<file path="config.mk">
export PLATFORM = sky130hd
export DESIGN_NAME = vic_top
export DESIGN_NICKNAME = d
export VERILOG_FILES = /design/src/rtl/vic_pkg.sv /design/src/rtl/vic_src_cond.sv /design/src/rtl/vic_prio_sel.sv /design/src/rtl/vic_lvl_stack.sv /design/src/rtl/vic_top.sv
export SDC_FILE = /design/constraint.sdc
export NUM_CORES = 2
export LEC_CHECK = 0
export BUFFER_PORTS_ARGS = -buffer_cell sky130_fd_sc_hd__buf_2
export CORE_AREA = 3 3 371 410
export DETAILED_ROUTE_END_ITERATION = 8
export DIE_AREA = 0 0 374 413
export PLACE_DENSITY = 0.73
export SLEW_MARGIN = 20
export SYNTH_ARGS = -nofsm -noshare
export SYNTH_HDL_FRONTEND = slang
export SYNTH_HIERARCHICAL = 1
export SYNTH_SLANG_ARGS = --single-unit
</file>
<file path="constraint.sdc">
create_clock -name clk_i -period 141.8 [get_ports clk_i]
set_input_delay 14.18 -clock clk_i [delete_from_list [all_inputs] [get_ports clk_i]]
set_output_delay 14.18 -clock clk_i [all_outputs]
set_load 0.03 [all_outputs]
</file>
<file path="src/rtl/vic_pkg.sv">
package vic_pkg;
  localparam int unsigned AW    = 12;
  localparam int unsigned LVL_W = 3;

  // address regions, bus_addr_i[11:9]
  localparam logic [2:0] RG_MODE = 3'd0;
  localparam logic [2:0] RG_VEC  = 3'd1;
  localparam logic [2:0] RG_CTRL = 3'd2;

  // control words, bus_addr_i[5:2]
  localparam logic [3:0] CR_IVR  = 4'd0;
  localparam logic [3:0] CR_PEND = 4'd1;
  localparam logic [3:0] CR_MASK = 4'd2;
  localparam logic [3:0] CR_ESET = 4'd3;
  localparam logic [3:0] CR_ECLR = 4'd4;
  localparam logic [3:0] CR_EOI  = 4'd5;
  localparam logic [3:0] CR_SPUR = 4'd6;
  localparam logic [3:0] CR_CFG  = 4'd7;
  localparam logic [3:0] CR_LVL  = 4'd8;

  typedef struct packed {
    logic             inv;
    logic             edg;
    logic [LVL_W-1:0] prio;
  } mode_t;
endpackage

</file>
<file path="src/rtl/vic_src_cond.sv">
module vic_src_cond (
  input  logic clk_i,
  input  logic rst_ni,
  input  logic src_i,
  input  logic edge_i,
  input  logic inv_i,
  input  logic clr_i,
  output logic pend_o
);
  logic s1_q, s2_q, s3_q, lat_q, hit;

  assign hit = edge_i & (inv_i ? (~s2_q & s3_q) : (s2_q & ~s3_q));

  always_ff @(posedge clk_i or negedge rst_ni) begin
    if (!rst_ni) begin
      s1_q  <= 1'b0;
      s2_q  <= 1'b0;
      s3_q  <= 1'b0;
      lat_q <= 1'b0;
    end else begin
      s1_q <= src_i;
      s2_q <= s1_q;
      s3_q <= s2_q;
      if (!edge_i)    lat_q <= 1'b0;
      else if (hit)   lat_q <= 1'b1;  // new edge wins over a clear
      else if (clr_i) lat_q <= 1'b0;
    end
  end

  assign pend_o = edge_i ? lat_q : (s2_q ^ inv_i);
endmodule

</file>
<file path="src/rtl/vic_prio_sel.sv">
module vic_prio_sel #(
  parameter int unsigned N  = 32,
  parameter int unsigned LW = 3,
  localparam int unsigned IW = $clog2(N)
) (
  input  logic [N-1:0]         cand_i,
  input  logic [N-1:0][LW-1:0] prio_i,
  input  logic [LW-1:0]        cur_lvl_i,
  input  logic                 empty_i,
  output logic                 has_sel_o,
  output logic [IW-1:0]        sel_idx_o,
  output logic [LW-1:0]        sel_prio_o
);
  always_comb begin
    has_sel_o  = 1'b0;
    sel_idx_o  = '0;
    sel_prio_o = '0;
    for (int i = 0; i < N; i++) begin
      if (cand_i[i] && (empty_i || prio_i[i] > cur_lvl_i) &&
          (!has_sel_o || prio_i[i] > sel_prio_o)) begin
        has_sel_o  = 1'b1;
        sel_idx_o  = IW'(i);
        sel_prio_o = prio_i[i];
      end
    end
  end
endmodule

</file>
<file path="src/rtl/vic_lvl_stack.sv">
module vic_lvl_stack #(
  parameter int unsigned DEPTH = 8,
  parameter int unsigned LW    = 3,
  localparam int unsigned CW   = $clog2(DEPTH + 1),
  localparam int unsigned IW   = $clog2(DEPTH)
) (
  input  logic          clk_i,
  input  logic          rst_ni,
  input  logic          push_i,
  input  logic [LW-1:0] new_lvl_i,
  input  logic          pop_i,
  output logic [LW-1:0] cur_lvl_o,
  output logic [CW-1:0] depth_o,
  output logic          empty_o
);
  localparam logic [CW-1:0] DMAX = CW'(DEPTH);

  logic [LW-1:0] mem_q [DEPTH];
  logic [CW-1:0] cnt_q, cnt_m1;
  logic [LW-1:0] cur_q;
  logic          full;

  assign full    = (cnt_q == DMAX);
  assign empty_o = (cnt_q == '0);
  assign cnt_m1  = cnt_q - 1'b1;

  always_ff @(posedge clk_i or negedge rst_ni) begin
    if (!rst_ni) begin
      cnt_q <= '0;
      cur_q <= '0;
      for (int i = 0; i < DEPTH; i++) mem_q[i] <= '0;
    end else if (push_i && !full) begin
      mem_q[cnt_q[IW-1:0]] <= cur_q;
      cur_q                <= new_lvl_i;
      cnt_q                <= cnt_q + 1'b1;
    end else if (pop_i && !empty_o) begin
      cur_q <= mem_q[cnt_m1[IW-1:0]];
      cnt_q <= cnt_m1;
    end
  end

  assign cur_lvl_o = cur_q;
  assign depth_o   = cnt_q;
endmodule

</file>
<file path="src/rtl/vic_top.sv">
module vic_top
  import vic_pkg::*;
#(
  parameter int unsigned N_SRC       = 32,
  parameter int unsigned DW          = 32,
  parameter int unsigned STACK_DEPTH = 8
) (
  input  logic             clk_i,
  input  logic             rst_ni,
  input  logic [N_SRC-1:0] src_i,
  input  logic             bus_valid_i,
  input  logic             bus_we_i,
  input  logic [AW-1:0]    bus_addr_i,
  input  logic [DW-1:0]    bus_wdata_i,
  output logic [DW-1:0]    bus_rdata_o,
  output logic             irq_no
);
  localparam int unsigned IW = $clog2(N_SRC);
  localparam int unsigned CW = $clog2(STACK_DEPTH + 1);
  localparam logic [7:0]  NMAX = 8'(N_SRC);

  mode_t                       mode_q [N_SRC];
  logic [DW-1:0]               vec_q  [N_SRC];
  logic [N_SRC-1:0]            en_q, pend, clr_vec;
  logic [N_SRC-1:0][LVL_W-1:0] prio;
  logic [DW-1:0]               spur_q, rd_mux;
  logic                        prot_q;

  logic [2:0]       region;
  logic [6:0]       idx_raw;
  logic [IW-1:0]    idx;
  logic             idx_ok, ctrl_hit;
  logic [3:0]       sub;
  logic             wr, rd, vec_rd, ack_fire, eoi_fire, set_fire;
  logic             has_sel, st_empty;
  logic [IW-1:0]    sel_idx;
  logic [LVL_W-1:0] sel_prio, cur_lvl;
  logic [CW-1:0]    depth;

  assign region   = bus_addr_i[11:9];
  assign idx_raw  = bus_addr_i[8:2];
  assign idx      = idx_raw[IW-1:0];
  assign idx_ok   = ({1'b0, idx_raw} < NMAX);
  assign sub      = bus_addr_i[5:2];
  assign ctrl_hit = (region == RG_CTRL) && (bus_addr_i[8:6] == 3'd0);
  assign wr       = bus_valid_i & bus_we_i;
  assign rd       = bus_valid_i & ~bus_we_i;
  assign vec_rd   = rd & ctrl_hit & (sub == CR_IVR);
  // acknowledge: read normally, write in protect mode
  assign ack_fire = bus_valid_i & ctrl_hit & (sub == CR_IVR) & (bus_we_i == prot_q);
  assign eoi_fire = wr & ctrl_hit & (sub == CR_EOI);
  assign set_fire = wr & ctrl_hit & (sub == CR_ESET);

  always_ff @(posedge clk_i or negedge rst_ni) begin
    if (!rst_ni) begin
      en_q   <= '0;
      spur_q <= '0;
      prot_q <= 1'b0;
      for (int i = 0; i < N_SRC; i++) begin
        mode_q[i] <= '0;
        vec_q[i]  <= '0;
      end
    end else if (wr) begin
      if (region == RG_MODE && idx_ok)
        mode_q[idx] <= '{inv: bus_wdata_i[5], edg: bus_wdata_i[4],
                         prio: bus_wdata_i[LVL_W-1:0]};
      if (region == RG_VEC && idx_ok)
        vec_q[idx] <= bus_wdata_i;
      if (ctrl_hit) begin
        case (sub)
          CR_ESET: en_q   <= en_q | bus_wdata_i[N_SRC-1:0];
          CR_ECLR: en_q   <= en_q & ~bus_wdata_i[N_SRC-1:0];
          CR_SPUR: spur_q <= bus_wdata_i;
          CR_CFG:  prot_q <= bus_wdata_i[0];
          default: ;
        endcase
      end
    end
  end

  assign clr_vec = (ack_fire && has_sel) ? (N_SRC'(1) << sel_idx) : '0;

  for (genvar g = 0; g < N_SRC; g++) begin : g_src
    assign prio[g] = mode_q[g].prio;
    vic_src_cond u_cond (
      .clk_i  (clk_i),
      .rst_ni (rst_ni),
      .src_i  (src_i[g]),
      .edge_i (mode_q[g].edg),
      .inv_i  (mode_q[g].inv),
      .clr_i  (clr_vec[g]),
      .pend_o (pend[g])
    );
  end

  vic_prio_sel #(.N(N_SRC), .LW(LVL_W)) u_sel (
    .cand_i     (pend & en_q),
    .prio_i     (prio),
    .cur_lvl_i  (cur_lvl),
    .empty_i    (st_empty),
    .has_sel_o  (has_sel),
    .sel_idx_o  (sel_idx),
    .sel_prio_o (sel_prio)
  );

  vic_lvl_stack #(.DEPTH(STACK_DEPTH), .LW(LVL_W)) u_stack (
    .clk_i     (clk_i),
    .rst_ni    (rst_ni),
    .push_i    (ack_fire & has_sel),
    .new_lvl_i (sel_prio),
    .pop_i     (eoi_fire),
    .cur_lvl_o (cur_lvl),
    .depth_o   (depth),
    .empty_o   (st_empty)
  );

  always_comb begin
    rd_mux = '0;
    case (region)
      RG_MODE: if (idx_ok) begin
        rd_mux[LVL_W-1:0] = mode_q[idx].prio;
        rd_mux[4]         = mode_q[idx].edg;
        rd_mux[5]         = mode_q[idx].inv;
      end
      RG_VEC: if (idx_ok) rd_mux = vec_q[idx];
      RG_CTRL: if (ctrl_hit) begin
        case (sub)
          CR_IVR:  rd_mux = has_sel ? vec_q[sel_idx] : spur_q;
          CR_PEND: rd_mux[N_SRC-1:0] = pend;
          CR_MASK: rd_mux[N_SRC-1:0] = en_q;
          CR_SPUR: rd_mux = spur_q;
          CR_CFG:  rd_mux[0] = prot_q;
          CR_LVL: begin
            rd_mux[LVL_W-1:0]  = cur_lvl;
            rd_mux[8+CW-1:8]   = depth;
          end
          default: ;
        endcase
      end
      default: ;
    endcase
  end

  always_ff @(posedge clk_i or negedge rst_ni) begin
    if (!rst_ni) begin
      bus_rdata_o <= '0;
      irq_no      <= 1'b1;
    end else begin
      if (rd) bus_rdata_o <= rd_mux;
      irq_no <= ~has_sel;
    end
  end
endmodule

</file>
==> impl_metrics.ini <==
[sta]
slew_headroom = 0.215
rsz0062_at_grt = no
worstMarginPinSlew_ns = 1.18
worst_slack_ns = 86.06
fmax_ghz = 0.0179
hold_slack_ns = 0.349
setup_tns_ns = 0
hold_viol_final = 0
final_max_slew_viol_count = 0
period_share = 0.393
finalCriticalPeriod_ns = 55.74
fin_skew_ns = 0.0529
finalSetupViolations = 0

[detailed_routing]
via_per_inst = 7.07
vias = 58200
avgRoutedWirePerCell_um = 31.7
first_iter_violations = 6713
final_antenna_net_count = 0
drc_errors = 0
dr.pass1.iters = 6
routed_wl_um = 261000

[synth]
yosys.area.top_type_share = 0.443
synthCells = 6290
synth_area_per_cell_um2 = 12.9
synth_edf_count = 0
synthesis.nets = 6539
synth_warnings = 6
yosys_most_used_dff = dfrtp_1
async_reset_ff_frac = 1.00
ys_seq_area_frac = 0.444
yosys.cell_types.count = 117
ys_ff_latch = 1441
yosysTopAreaCell = dfrtp_1
synth_area_um2 = 81300
synthTopCellsByArea = dfrtp_1 (44%), mux2_2 (16%), mux4_2 (10%)

[worst_setup_path]
required_ns = 142.48
crit_top_cell = a21oi_1
cp_max_fo = 117
worst_setup_path_start_kind = flop
max_stage_delay_ns = 0.92
end_kind = flop
slowest_stage = buf_4
crit_arrival_ns = 56.42
crit_type = reg -> reg

[finish]
fin_nets = 6405
area_growth_pct = 8.42
final_core_util = 0.596
stdcell_count = 8240
drive_gt1_frac = 0.345

[die]
die_y_um = 413
rows = 148
coreArea_um2 = 148000
die_w_um = 374
io_pins = 113
start_util = 0.549
dieArea_um2 = 154000

[clock_tree]
cts_root_buffer = clkbuf_16
worst_skew_pair.late_latency_ns = 0.82
clock_path_buffers = 3
cts_resized = 0
htreeDepth = 4
hold_buffers = 0
clock_sinks = 1441
postCtsSetupRepairBufs = 0
cts_tree = done
cts-buffers-inserted = 150
clk_pin_slew_ns = 0.07

[global_route]
grt_max_degree = 196
track_usage = 0.336
antenna_found_initial = 15
grt-ovfl-total = 0
grt_pass1_vias = 58300
grt_pass1_wl_um = 387000

[run_status]
status = complete, no violations

[power_and_ir_drop]
leakage_nw = 39.2
peakVddDrop_v = 0.00000988
power_density_nw_per_um2 = 10.6

[worst_hold_path]
hold_class = reg -> reg

[job]
maxCapViolations = 0

[place]
dp_slack_ns = 87.70
place_hpwl_um = 152000
dp.cells = 7952
port_buffers = 110
place_congestion = 0.938
==> through the flow <==
stage / cell area, um2 / power (mW)
finish: 88100 / 0.936
floorplan: 81300 / 0.491
CTS: 88000 / 0.937
global placement: 82900 / 0.528
detailed placement: 82900 / 0.529
global route: 88100 / 0.963
==> layout make-up <==
type                            count  area (um2)
Timing Repair Buffer              222        1550
Fill cell                       11500       59800
Inverter                          115         432
Antenna cell                       12        30.0
Tap cell                         1950        2440
Multi-Input combinational cell   4226       42500
Clock inverter                     68         790
Clock buffer                      206        4310
Sequential cell                  1441       36100
==> critical path: cells and delay by family (launching register included) <==
family | cells | cell delay [ns]
compound gates | 128 | 26.14
fa+ha+maj | 34 | 9.60
buf+inv | 16 | 4.98
flops | 1 | 0.55
mux | 12 | 4.06
simple gates | 61 | 10.04
==> cells in the final DEF (no fill, tap or decap), types with 30 or more instances in the layout <==
master | synthesis | routed
a21oi_1 | 151 | 151
mux2_4 | 30 | 30
and3_1 | 35 | 35
dfrtp_1 | 1440 | 1439
nand2_1 | 215 | 202
nor3_1 | 33 | 31
o21ai_1 | 37 | 38
xnor2_1 | 36 | 36
clkbuf_8 | 0 | 30
a31oi_1 | 89 | 89
o211ai_1 | 73 | 73
nand4bb_1 | 32 | 32
buf_4 | 22 | 104
inv_1 | 114 | 114
mux2_1 | 55 | 55
nand4b_1 | 45 | 45
a22oi_1 | 289 | 289
clkbuf_16 | 0 | 152
ha_1 | 169 | 169
mux2_2 | 1176 | 1176
and2_1 | 55 | 53
o21ai_0 | 96 | 95
a221oi_1 | 30 | 30
clkinv_2 | 0 | 40
nor2b_1 | 58 | 53
nor2_1 | 153 | 140
mux2i_1 | 526 | 526
mux4_2 | 368 | 368
nand3_1 | 112 | 112
buf_2 | 179 | 105
==> flip-flops by register name, indices dropped and copies added, names as in the netlist, 3 cells and up, named ones only <==
register / flops
u_stack/depth_o: 4
vec_q: 1024
u_stack/cur_lvl_o: 3
g_src.u_cond/s1_q: 32
u_stack/mem_q: 24
g_src.u_cond/lat_q: 32
g_src.u_cond/s2_q: 32
g_src.u_cond/s3_q: 32
bus_rdata_o: 32
mode_q: 160
spur_q: 32
==> logic make-up after synthesis <==
| kind of cell | synth area share |
|---|---|
| DFF | 0.444 |
| and+or+nand+nor | 0.0590 |
| muxes | 0.343 |
| AOI/OAI and AO/OA | 0.0879 |
| adders and majority gates | 0.0264 |
| xor gates and xnor gates | 0.00408 |
| buffers and inverters | 0.0361 |
==> where the power goes <==
part           internal (mW)  switching [mW]  leakage (nW)
clock                  0.239           0.173          2.54
combinational         0.0356          0.0691          16.7
sequential             0.416         0.00426          19.9
total                  0.690           0.246          39.2
==> per-layer routing <==
metal  vias to the layer above  GRT usage  wire, um
met3                       836     0.0872     26400
met5                         -    0.00566       196
met2                      3184      0.519    119000
met4                        12      0.184     16200
met1                     30300      0.433     99600
li1                      23900          -         -
==> worst paths after layout <==
kind | from | endpoint | slack (ns) | cells after the start
max in group asynchronous | rst_ni | vec_q[275]$_DFFE_PN0P_ | 123.86 | 7
hold reg to reg | g_src[11].u_cond/s1_q$_DFF_PN0_ | g_src[11].u_cond/s2_q$_DFF_PN0_ | 0.35 | 0
hold / removal | g_src[11].u_cond/s1_q$_DFF_PN0_ | g_src[11].u_cond/s2_q$_DFF_PN0_ | 0.35 | 0
min in group asynchronous | rst_ni | vec_q[454]$_DFFE_PN0P_ | 13.36 | 1
setup reg to reg | u_stack/depth_o[0]$_DFFE_PN0P_ | bus_rdata_o[11]$_DFFE_PN0P_ | 86.06 | 251
setup / recovery | u_stack/depth_o[0]$_DFFE_PN0P_ | bus_rdata_o[11]$_DFFE_PN0P_ | 86.06 | 251
==> synthesized netlist by cell type (58+ instances only) <==
library cell / n
dfrtp_1: 1440
mux2_2: 1176
mux2i_1: 526
mux4_2: 368
a22oi_1: 289
clkbuf_1: 237
nand2_1: 215
buf_2: 179
ha_1: 169
nor2_1: 153
a21oi_1: 151
inv_1: 114
nand3_1: 112
o21ai_0: 96
a31oi_1: 89
o211ai_1: 73
nor2b_1: 58
(Power assumes the default switching activity.)
